File: src/rtl/f2i_pkg.sv
package f2i_pkg;

    localparam int SP_W     = 32;
    localparam int EXP_W    = 8;
    localparam int FRAC_W   = 23;
    localparam int MANT_W   = FRAC_W + 1;
    localparam int BIAS     = (1 << (EXP_W - 1)) - 1;
    localparam int EXP_S_W  = EXP_W + 2;
    localparam int WIDE_W   = 64;
    localparam int NARROW_W = 32;
    localparam int FIX_W    = 2 * WIDE_W;
    localparam int SH_W     = $clog2(FIX_W);
    localparam int CTRL_W   = 16;

    typedef enum logic [1:0] {
        RM_NEAR = 2'b00,
        RM_DOWN = 2'b01,
        RM_UP   = 2'b10,
        RM_ZERO = 2'b11
    } rmode_t;

    typedef struct packed {
        logic              neg;
        logic [EXP_S_W-1:0] exp_u;
        logic [MANT_W-1:0] mant;
        logic              special;
        logic              wide;
        rmode_t            rm;
        logic              mask;
    } unp_t;

    typedef struct packed {
        logic              neg;
        logic [WIDE_W:0]   mag;
        logic              inexact;
        logic              huge;
        logic              special;
        logic              wide;
        logic              mask;
    } rnd_t;

endpackage

File: src/rtl/f2i_unpack.sv
module f2i_unpack
    import f2i_pkg::*;
(
    input  logic              clk,
    input  logic              rst_n,
    input  logic              v_in,
    input  logic [SP_W-1:0]   value,
    input  logic              wide,
    input  logic [1:0]        rc,
    input  logic              daz,
    input  logic              mask,
    output logic              v_out,
    output unp_t              d_out
);

    logic [EXP_W-1:0]  biased;
    logic [FRAC_W-1:0] frac;
    unp_t              nxt;

    assign biased = value[SP_W-2 -: EXP_W];
    assign frac   = value[FRAC_W-1:0];

    always_comb begin
        nxt         = '0;
        nxt.neg     = value[SP_W-1];
        nxt.special = (biased == '1);
        nxt.wide    = wide;
        nxt.rm      = rmode_t'(rc);
        nxt.mask    = mask;
        if (biased == '0) begin
            nxt.exp_u = EXP_S_W'(1 - BIAS);
            nxt.mant  = (daz || frac == '0) ? '0 : {1'b0, frac};
        end else begin
            nxt.exp_u = EXP_S_W'({2'b00, biased}) - EXP_S_W'(BIAS);
            nxt.mant  = {1'b1, frac};
        end
    end

    always_ff @(posedge clk or negedge rst_n) begin
        if (!rst_n) begin
            v_out <= 1'b0;
            d_out <= '0;
        end else begin
            v_out <= v_in;
            if (v_in) d_out <= nxt;
        end
    end

endmodule

File: src/rtl/f2i_round.sv
module f2i_round
    import f2i_pkg::*;
(
    input  logic clk,
    input  logic rst_n,
    input  logic v_in,
    input  unp_t d_in,
    output logic v_out,
    output rnd_t d_out
);

    localparam logic signed [EXP_S_W-1:0] E_LIMIT = EXP_S_W'(WIDE_W);
    localparam logic signed [EXP_S_W-1:0] E_HALF  = '1;

    logic              huge;
    logic [SH_W-1:0]   sh;
    logic [FIX_W-1:0]  fixed_pt;
    logic [WIDE_W-1:0] ipart;
    logic              rbit;
    logic              sticky;
    logic              inc;
    rnd_t              nxt;

    assign huge = $signed(d_in.exp_u) >= E_LIMIT;
    assign sh   = d_in.exp_u[SH_W-1:0] + SH_W'(WIDE_W - FRAC_W);

    always_comb begin
        fixed_pt = '0;
        ipart    = '0;
        rbit     = 1'b0;
        sticky   = 1'b0;
        if ($signed(d_in.exp_u) < E_HALF) begin
            sticky = |d_in.mant;
        end else if (!huge) begin
            fixed_pt = FIX_W'(d_in.mant) << sh;
            ipart    = fixed_pt[FIX_W-1:WIDE_W];
            rbit     = fixed_pt[WIDE_W-1];
            sticky   = |fixed_pt[WIDE_W-2:0];
        end
        unique case (d_in.rm)
            RM_NEAR: inc = rbit & (sticky | ipart[0]);
            RM_DOWN: inc = d_in.neg & (rbit | sticky);
            RM_UP:   inc = ~d_in.neg & (rbit | sticky);
            RM_ZERO: inc = 1'b0;
            default: inc = 1'b0;
        endcase
        nxt         = '0;
        nxt.neg     = d_in.neg;
        nxt.mag     = {1'b0, ipart} + (WIDE_W+1)'(inc);
        nxt.inexact = rbit | sticky;
        nxt.huge    = huge;
        nxt.special = d_in.special;
        nxt.wide    = d_in.wide;
        nxt.mask    = d_in.mask;
    end

    always_ff @(posedge clk or negedge rst_n) begin
        if (!rst_n) begin
            v_out <= 1'b0;
            d_out <= '0;
        end else begin
            v_out <= v_in;
            if (v_in) d_out <= nxt;
        end
    end

endmodule

File: src/rtl/f2i_pack.sv
module f2i_pack
    import f2i_pkg::*;
(
    input  logic              clk,
    input  logic              rst_n,
    input  logic              v_in,
    input  rnd_t              d_in,
    output logic              v_out,
    output logic [WIDE_W-1:0] result,
    output logic              invalid,
    output logic              inexact,
    output logic              trap,
    output logic              write_en
);

    localparam logic [WIDE_W:0] LIM_WIDE   = ((WIDE_W+1)'(1) << (WIDE_W - 1)) - (WIDE_W+1)'(1);
    localparam logic [WIDE_W:0] LIM_NARROW = ((WIDE_W+1)'(1) << (NARROW_W - 1)) - (WIDE_W+1)'(1);
    localparam logic [WIDE_W-1:0] IND_WIDE   = WIDE_W'(1) << (WIDE_W - 1);
    localparam logic [WIDE_W-1:0] IND_NARROW = WIDE_W'(1) << (NARROW_W - 1);

    logic [WIDE_W:0]   lim;
    logic              over;
    logic              inv;
    logic [WIDE_W-1:0] sval;
    logic [WIDE_W-1:0] res;

    always_comb begin
        lim  = (d_in.wide ? LIM_WIDE : LIM_NARROW) + (WIDE_W+1)'(d_in.neg);
        over = d_in.mag > lim;
        inv  = d_in.special | d_in.huge | over;
        sval = d_in.neg ? (~d_in.mag[WIDE_W-1:0] + 1'b1) : d_in.mag[WIDE_W-1:0];
        if (inv)
            res = d_in.wide ? IND_WIDE : IND_NARROW;
        else if (d_in.wide)
            res = sval;
        else
            res = {{(WIDE_W-NARROW_W){1'b0}}, sval[NARROW_W-1:0]};
    end

    always_ff @(posedge clk or negedge rst_n) begin
        if (!rst_n) begin
            v_out    <= 1'b0;
            result   <= '0;
            invalid  <= 1'b0;
            inexact  <= 1'b0;
            trap     <= 1'b0;
            write_en <= 1'b0;
        end else begin
            v_out    <= v_in;
            invalid  <= v_in & inv;
            inexact  <= v_in & d_in.inexact & ~inv;
            trap     <= v_in & inv & ~d_in.mask;
            write_en <= v_in & ~(inv & ~d_in.mask);
            if (v_in) result <= res;
        end
    end

endmodule

File: src/rtl/f2i_conv.sv
module f2i_conv
    import f2i_pkg::*;
#(
    parameter int RC_LSB  = 13,
    parameter int DAZ_BIT = 6,
    parameter int IM_BIT  = 7
) (
    input  logic              clk,
    input  logic              rst_n,
    input  logic              in_valid,
    input  logic [SP_W-1:0]   in_value,
    input  logic              in_wide,
    input  logic [CTRL_W-1:0] in_ctrl,
    output logic              out_valid,
    output logic [WIDE_W-1:0] out_result,
    output logic              out_invalid,
    output logic              out_inexact,
    output logic              out_trap,
    output logic              out_write
);

    logic ctrl_unused;
    logic v1, v2;
    unp_t s1;
    rnd_t s2;

    assign ctrl_unused = ^in_ctrl;

    f2i_unpack u_unpack (
        .clk   (clk),
        .rst_n (rst_n),
        .v_in  (in_valid),
        .value (in_value),
        .wide  (in_wide),
        .rc    (in_ctrl[RC_LSB +: 2]),
        .daz   (in_ctrl[DAZ_BIT]),
        .mask  (in_ctrl[IM_BIT]),
        .v_out (v1),
        .d_out (s1)
    );

    f2i_round u_round (
        .clk   (clk),
        .rst_n (rst_n),
        .v_in  (v1),
        .d_in  (s1),
        .v_out (v2),
        .d_out (s2)
    );

    f2i_pack u_pack (
        .clk      (clk),
        .rst_n    (rst_n),
        .v_in     (v2),
        .d_in     (s2),
        .v_out    (out_valid),
        .result   (out_result),
        .invalid  (out_invalid),
        .inexact  (out_inexact),
        .trap     (out_trap),
        .write_en (out_write)
    );

endmodule

File: config.mk
export PLATFORM = sky130hd
export DESIGN_NAME = f2i_conv
export DESIGN_NICKNAME = d
export VERILOG_FILES = /design/src/rtl/f2i_pkg.sv /design/src/rtl/f2i_unpack.sv /design/src/rtl/f2i_round.sv /design/src/rtl/f2i_pack.sv /design/src/rtl/f2i_conv.sv
export SDC_FILE = /design/constraint.sdc
export NUM_CORES = 1
export LEC_CHECK = 0
export ABC_CLOCK_PERIOD_IN_PS = 4900
export CAP_MARGIN = 20
export CORE_MARGIN = 1.5
export CORE_UTILIZATION = 40
export CTS_CLUSTER_DIAMETER = 200
export DETAILED_ROUTE_END_ITERATION = 6
export HOLD_SLACK_MARGIN = 0.15
export PLACE_DENSITY_LB_ADDON = 0.25
export SYNTH_ARGS = -nofsm -noshare
export SYNTH_HDL_FRONTEND = slang
export SYNTH_SLANG_ARGS = --single-unit
File: constraint.sdc
create_clock -name clk -period 4.9 [get_ports clk]
set_clock_uncertainty 0.05 [all_clocks]
set_input_delay 0.98 -clock clk [delete_from_list [all_inputs] [get_ports clk]]
set_output_delay 0.98 -clock clk [all_outputs]
set_load 0.02 [all_outputs]
==> flow_summary.json <==
{
  "drive_gt1_share_pct": 26.99,
  "finalSetupTns_ps": 0,
  "io_pins": 121,
  "cp-start-kind": "flop",
  "grt_pass1_wl_mm": 72.92,
  "wirelength_mm": 46.63,
  "synth_flop_cell": "dfrtp_1",
  "overflow": 0,
  "vdd_ir_drop_max_mv": 0.2817,
  "first_iter_violations": 918,
  "die_x_um": 189.8,
  "total_power_mw": 6.515,
  "leakage_nw": 8.193,
  "clkSlewWorstSetupHoldPaths_ps": 80,
  "p_per_area_nw_per_um2": 354.1,
  "initial_core_util_pct": 40.51,
  "row_count": 68,
  "finalMaxSlewViolations": 0,
  "setup_viol": 0,
  "grt_max_degree": 84,
  "viasPerCell": 5.756,
  "period_minus_slack_ps": 4872,
  "cts_made_buffers": 17,
  "slew_headroom_pct": 46.09,
  "synth_seq_cells": 181,
  "clk_latency_ps": 460,
  "first_global_vias": 12760,
  "via_count": 13050,
  "syn_area_per_cell_um2": 9.300,
  "cap_viol_max_count": 0,
  "wire_per_inst_um": 20.57,
  "place_ws_ps": -388.9,
  "die_h_um": 189.8,
  "cp.required_ps": 5240,
  "arrival_ps": 5210,
  "antenna_cells": 0,
  "fillers": 3226,
  "synthCells": 1501,
  "endpoint_kind": "flop",
  "syn_area_um2": 13960,
  "r2r_slack_ps": 30,
  "drt_pre_antenna_iters": 7,
  "fin_hold_ws_ps": 395.4,
  "htree_num_levels": 4,
  "ys_types": 92,
  "fin_ws_ps": 28.27,
  "crit_type": "reg2reg",
  "status": "finished, final reports clean",
  "synth-edff-count": 0,
  "nets": 1927,
  "antenna_found_initial": 0,
  "gr-usage-all-layers_pct": 26.25,
  "dpl.hpwl_mm": 36.00,
  "postRouteAntennaNets": 0,
  "syn-num-nets": 1628,
  "hold_buffers": 0,
  "drc": 0,
  "hold_path.class": "reg2reg",
  "yosys_warnings": 0,
  "cp_max_fo": 8,
  "gp_congestion": 0.9959,
  "cts_max_path_buffers": 2,
  "fin_crit_sh_pct": 99.42,
  "cts.sinks": 181,
  "dieArea_um2": 36030,
  "cts_root_buf": "clkbuf_16",
  "syn2layout_area_growth_pct": 31.77,
  "core_um2": 34460,
  "cts_tree": "built",
  "synthArstFlopShare_pct": 100.0,
  "clock.fmax_mhz": 205.3,
  "worstMarginPinSlew_ps": 808.6,
  "io_buffer_count": 108,
  "hold_viol_final": 0,
  "rsz0062_at_grt": "true",
  "seq_area_frac_synth_pct": 32.45
}
layout by cell type, fill, tap and decap left out, types with 28 or more instances in the layout:
cell type        count
buf_4              242
nor3_1              29
dfrtp_1            179
nand4_1             36
mux2_2              39
clkdlybuf4s50_1    106
inv_1               71
xnor2_1             66
o21ai_0             89
o2bb2ai_1           39
nor2_1              85
nand2_1            154
nand3_1             28
ha_1                71
a21oi_1             50
a21o_1              30
synth_stat cells, drive strengths merged (6+ instances only):
cell type / count / area, um^2
and3: 8 / 50.05
o41ai: 8 / 70.07
ha: 75 / 938.4
clkbuf: 56 / 210.2
nor2: 89 / 339.1
nand4: 38 / 259.0
o21ai: 99 / 503.0
o22ai: 25 / 162.6
a21oi: 56 / 284.0
o2bb2ai: 39 / 341.6
nand3: 34 / 197.7
a32o: 23 / 230.2
or2: 8 / 50.05
mux2: 47 / 529.3
nand2b: 7 / 58.81
buf: 37 / 280.3
a31oi: 15 / 93.84
o31ai: 27 / 226.5
nor2b: 6 / 37.54
a21o: 30 / 225.2
inv: 75 / 281.5
dfrtp: 181 / 4529
xor2: 19 / 203.9
and2: 9 / 56.30
or4: 10 / 90.08
or3: 15 / 93.84
mux2i: 40 / 400.4
nor4: 34 / 249.0
a22oi: 6 / 58.81
o32ai: 6 / 60.06
mux4: 27 / 634.4
nand2: 155 / 581.8
xnor2: 70 / 628.1
a22o: 21 / 183.9
nor3: 35 / 185.2
sequential cells by signal, summed over array words and instances, names as in the netlist:
| signal | cells |
|---|---|
| u_pack.result | 64 |
| u_pack.v_out | 1 |
| u_round.d_out | 71 |
| u_pack.inexact | 1 |
| u_unpack.d_out | 39 |
| u_pack.invalid | 1 |
| u_pack.write_en | 1 |
| u_unpack.v_out | 1 |
| u_pack.trap | 1 |
| u_round.v_out | 1 |
timing repair:
action | CTS | global route
gates resized for setup | 50 | 72
pin swaps | 11 | 16
endpoints found under the setup margin | 25 | 25
buffers inserted | 14 | 30
gates cloned | 1 | 0
worst max-delay path, stage by stage (launching register included):
cell      delay, ps
dfrtp_1         400
inv_4            50
ha_4            310
buf_12          140
buf_12          130
mux2_4          300
mux4_2          570
nand2_2         130
nand4_1         110
or4b_4          540
a21oi_2         140
nand4_1         260
o41ai_4         430
a211oi_2         80
ha_2            200
inv_2            70
a311oi_4         40
nand3_4         140
buf_6           120
nor4_4           40
buf_4           170
a31o_2          230
a31oi_1         150
metal layers:
metal / wire length, um / GRT usage [%] / vias up
li1: - / - / 6229
met1: 21180 / 34.50 / 6382
met2: 22030 / 43.52 / 356
met3: 1776 / 3.800 / 81
met4: 1643 / 10.29 / 0
met5: 0 / 0 / -
path summary, 6_finish.rpt:
check,from,endpoint,cells after the start
max in group asynchronous,rst_n,u_pack.result[20],2
min in group asynchronous,rst_n,u_pack.result[40],1
hold reg to reg,u_round.d_out[0],u_pack.trap,1
hold / removal,u_round.d_out[0],u_pack.trap,1
setup reg to reg,u_unpack.d_out[29],u_round.d_out[28],22
setup / recovery,u_unpack.d_out[29],u_round.d_out[28],22
where the power goes:
part / internal (mW) / leakage [nW] / switching (mW) / total [mW]
clock network: 0.693 / 0.271 / 0.666 / 1.36
registers: 1.64 / 2.38 / 0.155 / 1.79
logic: 1.60 / 5.54 / 1.76 / 3.36
through the flow:
stage	util (%)	std cells	instance area, um^2
6_report	53.38	2267	18400
5_1_grt	53.38	2267	18400
4_1_cts	51.66	2236	17800
3_5_place_dp	49.01	2190	16890
3_3_place_gp	49.01	2190	16890
2_1_floorplan	-	1501	14010
kinds of logic (layout without fill, tap and decap cells):
logic type	after synthesis	in the layout	share of synthesized area (%)
AO/OA/AOI/OAI	412	412	21.18
buffers and inverters	168	479	5.530
AND/OR/NAND/NOR	462	462	16.96
XOR/XNOR	89	89	5.960
multiplexers	114	114	11.20
flip-flops	181	181	32.45
adder cells (fa/ha/maj)	75	75	6.722
layout make-up:
cell class / count / area [um^2] / area share [%]
multi-input combinational: 1152 / 9164 / 49.82
sequential: 181 / 4532 / 24.64
timing repair buffer: 373 / 3277 / 17.81
tap: 455 / 569.3 / 3.095
clock buffer: 19 / 452.9 / 2.462
inverter: 75 / 284.0 / 1.544
clock inverter: 12 / 116.4 / 0.6326
(Power assumes the default switching activity.)
